<file path="config.mk">
export PLATFORM = sky130hd
export DESIGN_NAME = tx_stamp_latch
export DESIGN_NICKNAME = d
export VERILOG_FILES = /design/src/rtl/tsl_pkg.sv /design/src/rtl/tsl_time_counter.sv /design/src/rtl/tsl_capture.sv /design/src/rtl/tsl_regs.sv /design/src/rtl/tx_stamp_latch.sv
export SDC_FILE = /design/constraint.sdc
export NUM_CORES = 1
export LEC_CHECK = 0
export ABC_AREA = 1
export BUFFER_PORTS_ARGS = -buffer_cell sky130_fd_sc_hd__buf_2
export CAP_MARGIN = 20
export CORE_UTILIZATION = 65
export DETAILED_ROUTE_END_ITERATION = 7
export GPL_TIMING_DRIVEN = 0
export HOLD_SLACK_MARGIN = 0.05
export PLACE_DENSITY = 0.85
export SETUP_SLACK_MARGIN = 0.1
export SYNTH_ARGS = -nofsm -noshare
export SYNTH_HDL_FRONTEND = slang
export SYNTH_SLANG_ARGS = --single-unit
</file>
<file path="constraint.sdc">
create_clock -name clk_i -period 6.1 [get_ports clk_i]
set_clock_uncertainty 0.15 [all_clocks]
set_input_delay 0.61 -clock clk_i [delete_from_list [all_inputs] [get_ports clk_i]]
set_output_delay 0.61 -clock clk_i [all_outputs]
set_load 0.02 [all_outputs]
</file>
<file path="src/rtl/tsl_pkg.sv">
package tsl_pkg;
  localparam int unsigned TSL_ADDR_CTRL = 0;
  localparam int unsigned TSL_ADDR_LO   = 1;
  localparam int unsigned TSL_ADDR_HI   = 2;
  localparam int unsigned TSL_ADDR_STEP = 3;
  localparam int unsigned TSL_BIT_VALID = 0;
  localparam int unsigned TSL_BIT_EN    = 4;

  // A capture fires only for a flagged frame, while enabled, into an empty latch
  function automatic logic tsl_fire(input logic req, input logic sof,
                                    input logic en, input logic held);
    return req & sof & en & ~held;
  endfunction
endpackage

</file>
<file path="src/rtl/tsl_time_counter.sv">
module tsl_time_counter #(
  parameter int unsigned TS_W      = 64,
  parameter int unsigned INC_W     = 32,
  parameter logic [INC_W-1:0] INC_RESET = 1
) (
  input  logic             clk_i,
  input  logic             rst_i,
  input  logic             step_wr_i,
  input  logic [INC_W-1:0] step_data_i,
  output logic [INC_W-1:0] step_o,
  output logic [TS_W-1:0]  time_o
);
  logic [TS_W-1:0]  time_q;
  logic [INC_W-1:0] step_q;

  function automatic logic [TS_W-1:0] next_time(input logic [TS_W-1:0] t,
                                                input logic [INC_W-1:0] s);
    return t + TS_W'(s);
  endfunction

  always_ff @(posedge clk_i) begin
    if (rst_i) begin
      time_q <= '0;
      step_q <= INC_RESET;
    end else begin
      time_q <= next_time(time_q, step_q);
      if (step_wr_i) step_q <= step_data_i;
    end
  end

  assign time_o = time_q;
  assign step_o = step_q;

  AST_TIME_STEP: assert property (@(posedge clk_i) disable iff (rst_i)
    1'b1 |=> time_q == $past(time_q) + TS_W'($past(step_q)));
  AST_STEP_LOAD: assert property (@(posedge clk_i) disable iff (rst_i)
    step_wr_i |=> step_q == $past(step_data_i));
endmodule

</file>
<file path="src/rtl/tsl_capture.sv">
module tsl_capture
  import tsl_pkg::*;
#(
  parameter int unsigned TS_W = 64
) (
  input  logic            clk_i,
  input  logic            rst_i,
  input  logic            enable_i,
  input  logic            req_i,
  input  logic            sof_i,
  input  logic            release_i,
  input  logic [TS_W-1:0] time_i,
  output logic            valid_o,
  output logic [TS_W-1:0] stamp_o,
  output logic            fire_o
);
  logic            valid_q;
  logic [TS_W-1:0] stamp_q;
  logic            fire;

  assign fire = tsl_fire(req_i, sof_i, enable_i, valid_q);

  always_ff @(posedge clk_i) begin
    if (rst_i) begin
      valid_q <= 1'b0;
      stamp_q <= '0;
    end else if (fire) begin
      valid_q <= 1'b1;
      stamp_q <= time_i;
    end else if (release_i) begin
      valid_q <= 1'b0;
    end
  end

  assign valid_o = valid_q;
  assign stamp_o = stamp_q;
  assign fire_o  = fire;

  AST_CAPTURE_VALUE: assert property (@(posedge clk_i) disable iff (rst_i)
    fire |=> valid_q && stamp_q == $past(time_i));
  AST_NO_FIRE_DISABLED: assert property (@(posedge clk_i) disable iff (rst_i)
    (!enable_i && !valid_q) |=> !valid_q);
  AST_NO_FIRE_UNFLAGGED: assert property (@(posedge clk_i) disable iff (rst_i)
    (!(req_i && sof_i) && !valid_q) |=> !valid_q);
  AST_HOLD_WHILE_VALID: assert property (@(posedge clk_i) disable iff (rst_i)
    (valid_q && !release_i) |=> valid_q && $stable(stamp_q));
  AST_STAMP_ONLY_ON_FIRE: assert property (@(posedge clk_i) disable iff (rst_i)
    !fire |=> $stable(stamp_q));
  AST_RELEASE_CLEARS: assert property (@(posedge clk_i) disable iff (rst_i)
    (release_i && !fire) |=> !valid_q);
  AST_FIRE_WINS: assert property (@(posedge clk_i) disable iff (rst_i)
    (release_i && fire) |=> valid_q);
endmodule

</file>
<file path="src/rtl/tsl_regs.sv">
module tsl_regs
  import tsl_pkg::*;
#(
  parameter int unsigned ADDR_W = 3,
  parameter int unsigned DATA_W = 32,
  parameter int unsigned INC_W  = 32
) (
  input  logic                clk_i,
  input  logic                rst_i,
  input  logic                wr_i,
  input  logic                rd_i,
  input  logic [ADDR_W-1:0]   addr_i,
  input  logic [DATA_W-1:0]   wdata_i,
  output logic [DATA_W-1:0]   rdata_o,
  input  logic                valid_i,
  input  logic [2*DATA_W-1:0] stamp_i,
  input  logic [INC_W-1:0]    step_i,
  output logic                enable_o,
  output logic                release_o,
  output logic                step_wr_o,
  output logic [INC_W-1:0]    step_data_o
);
  localparam int unsigned TS_W = 2 * DATA_W;

  logic enable_q;
  logic sel_ctrl, sel_lo, sel_hi, sel_step;

  assign sel_ctrl = addr_i == ADDR_W'(TSL_ADDR_CTRL);
  assign sel_lo   = addr_i == ADDR_W'(TSL_ADDR_LO);
  assign sel_hi   = addr_i == ADDR_W'(TSL_ADDR_HI);
  assign sel_step = addr_i == ADDR_W'(TSL_ADDR_STEP);

  function automatic logic [DATA_W-1:0] ctrl_word(input logic v, input logic en);
    logic [DATA_W-1:0] w;
    w = '0;
    w[TSL_BIT_VALID] = v;
    w[TSL_BIT_EN]    = en;
    return w;
  endfunction

  always_ff @(posedge clk_i) begin
    if (rst_i) enable_q <= 1'b0;
    else if (wr_i && sel_ctrl) enable_q <= wdata_i[TSL_BIT_EN];
  end

  always_comb begin
    rdata_o = '0;
    if (sel_ctrl)      rdata_o = ctrl_word(valid_i, enable_q);
    else if (sel_lo)   rdata_o = stamp_i[DATA_W-1:0];
    else if (sel_hi)   rdata_o = stamp_i[TS_W-1:DATA_W];
    else if (sel_step) rdata_o = DATA_W'(step_i);
  end

  assign enable_o    = enable_q;
  assign release_o   = rd_i && sel_hi;
  assign step_wr_o   = wr_i && sel_step;
  assign step_data_o = wdata_i[INC_W-1:0];

  AST_ENABLE_WRITE: assert property (@(posedge clk_i) disable iff (rst_i)
    (wr_i && sel_ctrl) |=> enable_q == $past(wdata_i[TSL_BIT_EN]));
  AST_ENABLE_HOLD: assert property (@(posedge clk_i) disable iff (rst_i)
    !(wr_i && sel_ctrl) |=> $stable(enable_q));
endmodule

</file>
<file path="src/rtl/tx_stamp_latch.sv">
module tx_stamp_latch #(
  parameter int unsigned ADDR_W    = 3,
  parameter int unsigned DATA_W    = 32,
  parameter int unsigned INC_W     = 32,
  parameter logic [INC_W-1:0] INC_RESET = 1
) (
  input  logic              clk_i,
  input  logic              rst_i,
  input  logic              tx_req_i,
  input  logic              tx_sof_i,
  input  logic              reg_wr_i,
  input  logic              reg_rd_i,
  input  logic [ADDR_W-1:0] reg_addr_i,
  input  logic [DATA_W-1:0] reg_wdata_i,
  output logic [DATA_W-1:0] reg_rdata_o
);
  localparam int unsigned TS_W = 2 * DATA_W;

  logic             enable;
  logic             release_req;
  logic             step_wr;
  logic [INC_W-1:0] step_data;
  logic [INC_W-1:0] step;
  logic [TS_W-1:0]  time_now;
  logic [TS_W-1:0]  stamp;
  logic             valid;
  logic             capture_fire;

  tsl_time_counter #(.TS_W(TS_W), .INC_W(INC_W), .INC_RESET(INC_RESET)) u_ctr (
    .clk_i(clk_i), .rst_i(rst_i), .step_wr_i(step_wr), .step_data_i(step_data),
    .step_o(step), .time_o(time_now)
  );

  tsl_capture #(.TS_W(TS_W)) u_cap (
    .clk_i(clk_i), .rst_i(rst_i), .enable_i(enable), .req_i(tx_req_i),
    .sof_i(tx_sof_i), .release_i(release_req), .time_i(time_now),
    .valid_o(valid), .stamp_o(stamp), .fire_o(capture_fire)
  );

  tsl_regs #(.ADDR_W(ADDR_W), .DATA_W(DATA_W), .INC_W(INC_W)) u_regs (
    .clk_i(clk_i), .rst_i(rst_i), .wr_i(reg_wr_i), .rd_i(reg_rd_i),
    .addr_i(reg_addr_i), .wdata_i(reg_wdata_i), .rdata_o(reg_rdata_o),
    .valid_i(valid), .stamp_i(stamp), .step_i(step), .enable_o(enable),
    .release_o(release_req), .step_wr_o(step_wr), .step_data_o(step_data)
  );

  AST_FIRE_NEEDS_EMPTY: assert property (@(posedge clk_i) disable iff (rst_i)
    capture_fire |-> !valid && enable);
  AST_STAMP_ZERO_AFTER_RESET: assert property (@(posedge clk_i)
    $past(rst_i) |-> stamp == '0 && !valid && !enable);
endmodule

</file>
==> results.md <==
* Highest-delay cell along the critical path: clkbuf_1
* CP required at 5.34 ns
* Mapped Area at 9600 um2
* Max cap viols at 0
* Io pins at 73
* Switching pwr at 0.615 mW
* GPL Wtd Cong at 1.07
* Depth of the CTS H-tree at 4
* Post-CTS setup buffers at 0
* Vias per inst at 5.88
* Post-Synth XOR/XNOR Area at 0.000913
* Final Instance Count excl. Fillers at 1820
* Sequential cell area fraction in the yosys report at 0.338
* GR Overflow Total at 0
* # DRC at 4
* Worst setup EP type: output pin
* Die height at 124 um
* Failing checks: design-rule violations
* Setup CP Type: input pin to output pin
* Die Width at 124 um
* Tcrit/Tclk final at 0.501
* Simple-gate share of the synthesized area at 0.361
* Initial antenna violation count at 0
* Placed insts at 1788
* Rows at 44
* 1st-pass router iterations at 8
* R2r endpoint: u_ctr.time_o[32]$_SDFF_PP0_
* Min-delay src: reg_wdata_i[0]
* Yosys reg bits at 162
* Nets at 1697
* WHS Endpoint: u_ctr.step_o[0]$_SDFFE_PP1P_
* Slew margin rel. at 0.487
* Crit-path most repeated cell: buf_2
* Storage element area at 3240 um2
* Multiplexer share of the synthesized area at 0
* Vias in the first global route at 9277
* Initial Utilization at 0.663
* Worst-path maximum fanout at 10
* Post-detail-place hpwl at 25900 um
* Worst hold path class: input pin to flop
* WL final at 33000 um
* Clk buf depth at 2
* Max frequency at 0.327 GHz
* Num CTS Buffers at 17
* Die area at 15300 um2
* Clock power frac at 0.464
* Largest net degree at the start of global routing at 18
* CTS tree: yes
* Share of cells above drive strength 1 at 0.123
* Core area at 14500 um2
* Largest family of logic cells by synthesized area: simple AND/OR/NAND/NOR gates
* Syn Nets at 1607
* Crit path DAT at 2.30 ns
* First-pass GRT wire length at 49300 um
* Root Buffer Master: clkbuf_16
* Clock period minus worst slack at 3.06 ns
* Actual slew at the worst max-slew pin at 0.770 ns
* Setup TNS at 0 ns
* Worst r2r src: u_ctr.step_o[0]$_SDFFE_PP1P_
* Critical path launch point type: input pin
* Syn avg cell area at 6.26 um2
* Vias at 10702
* CP max stage delay at 0.53 ns
* Insertion delay to the later sink of the worst-skew pair at 0.44 ns
* CP Depth at 6
* Logic pwr share at 0.059
* Synth Area in Compound Gates at 0.155
* Flop pwr share at 0.477
* Outcome: finished, violations left
* Final Max Tran Viols at 0
* Hold Path Stages at 3
* PwrDens at 213 nW/um2
* Post-Synth Adder-Cell Area at 0.0438
* Hold_buf cts at 0
* Unique masters post-synth at 33
* Internal at 1.67 mW
* ANT cells at 0
* Gr usage total at 0.441
* P_leak at 5.34 nW
* Clk sink count at 162
* CTS resizes at 0
* Sw Ratio at 0.269
* Maximum vdd ir drop at 192 uV
* Fin. Hold Viols at 0
* Flop2flop setup slack at 3.63 ns
* ANT nets after route at 0
* Worst path top cell family by delay: buffers and inverters
* Footprint of the multi-input gates at 5380 um2
* Path depth of the worst reg2reg path at 12
* Worst-path clk slew at 0.07 ns
* Wire length per cell at 18.2 um
* Area Growth Syn to Fin at 12.2%
* RSZ-0062 raised after global routing: no
* Fill cells at 1204
* Cell Chain, Critical Path: buf_2 -> nor3_2 -> clkbuf_1 -> a22oi_1 -> nand2_1 -> buf_2
* Initial drt markers at 1496
* I/O Buffers at 71
* Yosys warning count at 0
* CP bufs+invs at 3
* Synth Instances at 1533
* Setup Viol. Count Final at 0
worst max path at each step:
stage	from	endpoint	slack (ns)
final	reg_addr_i[0]	reg_rdata_o[20]	3.04
after global routing	reg_addr_i[0]	reg_rdata_o[20]	3.00
after CTS	reg_addr_i[0]	reg_rdata_o[20]	3.11
after detailed placement	reg_addr_i[0]	reg_rdata_o[20]	3.17
after global placement	reg_addr_i[0]	reg_rdata_o[20]	3.15
after floorplan	reg_addr_i[0]	reg_rdata_o[10]	3.72
layer usage:
layer | wire length (um) | GRT usage | part of all wire | vias to the layer above
met1 | 13400 | 0.598 | 0.41 | 4767
met2 | 14200 | 0.677 | 0.43 | 757
met4 | 1390 | 0.190 | 0.042 | 0
li1 | - | - | - | 5080
met3 | 4090 | 0.0886 | 0.12 | 98
met5 | 0 | 0 | 0 | -
through the flow:
stage	power, mW	worst slack, ns	cell area, um2	util	hold slack, ns
after floorplan	1.19	3.72	9600	-	0.285
after global placement	1.24	3.15	10200	0.703	0.299
after detailed placement	1.24	3.17	10200	0.703	0.322
after CTS	2.28	3.11	10800	0.744	0.250
after global routing	2.33	3.00	10800	0.744	0.264
final	2.29	3.04	10800	0.744	0.254
registers in the layout, indices dropped and copies added, names as in the netlist:
| signal | flops |
|---|---|
| u_cap.stamp_o | 64 |
| u_ctr.time_o | 64 |
| u_ctr.step_o | 32 |
| u_cap.valid_o | 1 |
| u_regs.enable_o | 1 |
logic make-up (layout without fill, tap and decap cells):
logic type | Yosys count | after routing
buffers and inverters | 257 | 360
adder cells (fa/ha/maj) | 33 | 33
AND/OR/NAND/NOR | 805 | 805
XOR/XNOR | 1 | 1
AO/OA/AOI/OAI | 275 | 275
flip-flops | 162 | 162
layout by cell type, fill, tap and decap left out, drive strengths merged, types with 4 or more instances in the layout:
cell,netlist,final
nand3,96,96
dfxtp,162,162
a22oi,32,32
o21bai,4,4
nor2,207,207
o21ai,97,97
clkbuf,38,56
ha,32,32
clkinv,2,5
nor3,30,30
nand2,456,456
a21oi,138,138
buf,12,83
inv,205,213
nand4,11,11
tightest hold or removal path: stages:
cell and delay, ns:
buf_2 0.08, nand2_1 0.06, nand3_1 0.06
cells in the mapped netlist (all sizes together):
master	number	area, um2
a21boi	1	7.51
nor3	30	236
dfxtp	162	3240
o21a	2	15.0
nand4	11	68.8
fa	1	20.0
o21ai	97	485
and2	1	6.26
ha	32	400
a22oi	32	240
a21oi	138	698
nand3	96	516
or2	1	6.26
inv	205	769
o21bai	4	30.0
nor2	207	832
xnor2	1	8.76
and3	2	12.5
clkbuf	38	143
clkinv	2	7.51
buf	12	60.1
o211ai	1	7.51
nand3b	1	7.51
nand2	456	1780
layout make-up:
type,instances,share of cell area
Buffer,50,0.0188
Clock buffer,18,0.0408
Clock inverter,14,0.0134
Inverter,207,0.0722
Multi-Input combinational cell,1114,0.499
Sequential cell,162,0.301
Tap cell,184,0.0214
Timing Repair Buffer,71,0.0330
power groups by stage:
stage	Sequential, mW	Clock [mW]	Combinational [mW]
6_report	1.09	1.06	0.135
4_1_cts	1.09	1.06	0.129
2_1_floorplan	1.11	0	0.0806
3_3_place_gp	1.11	0	0.124
3_5_place_dp	1.11	0	0.128
5_1_grt	1.09	1.09	0.146
(Power assumes the default switching activity.)
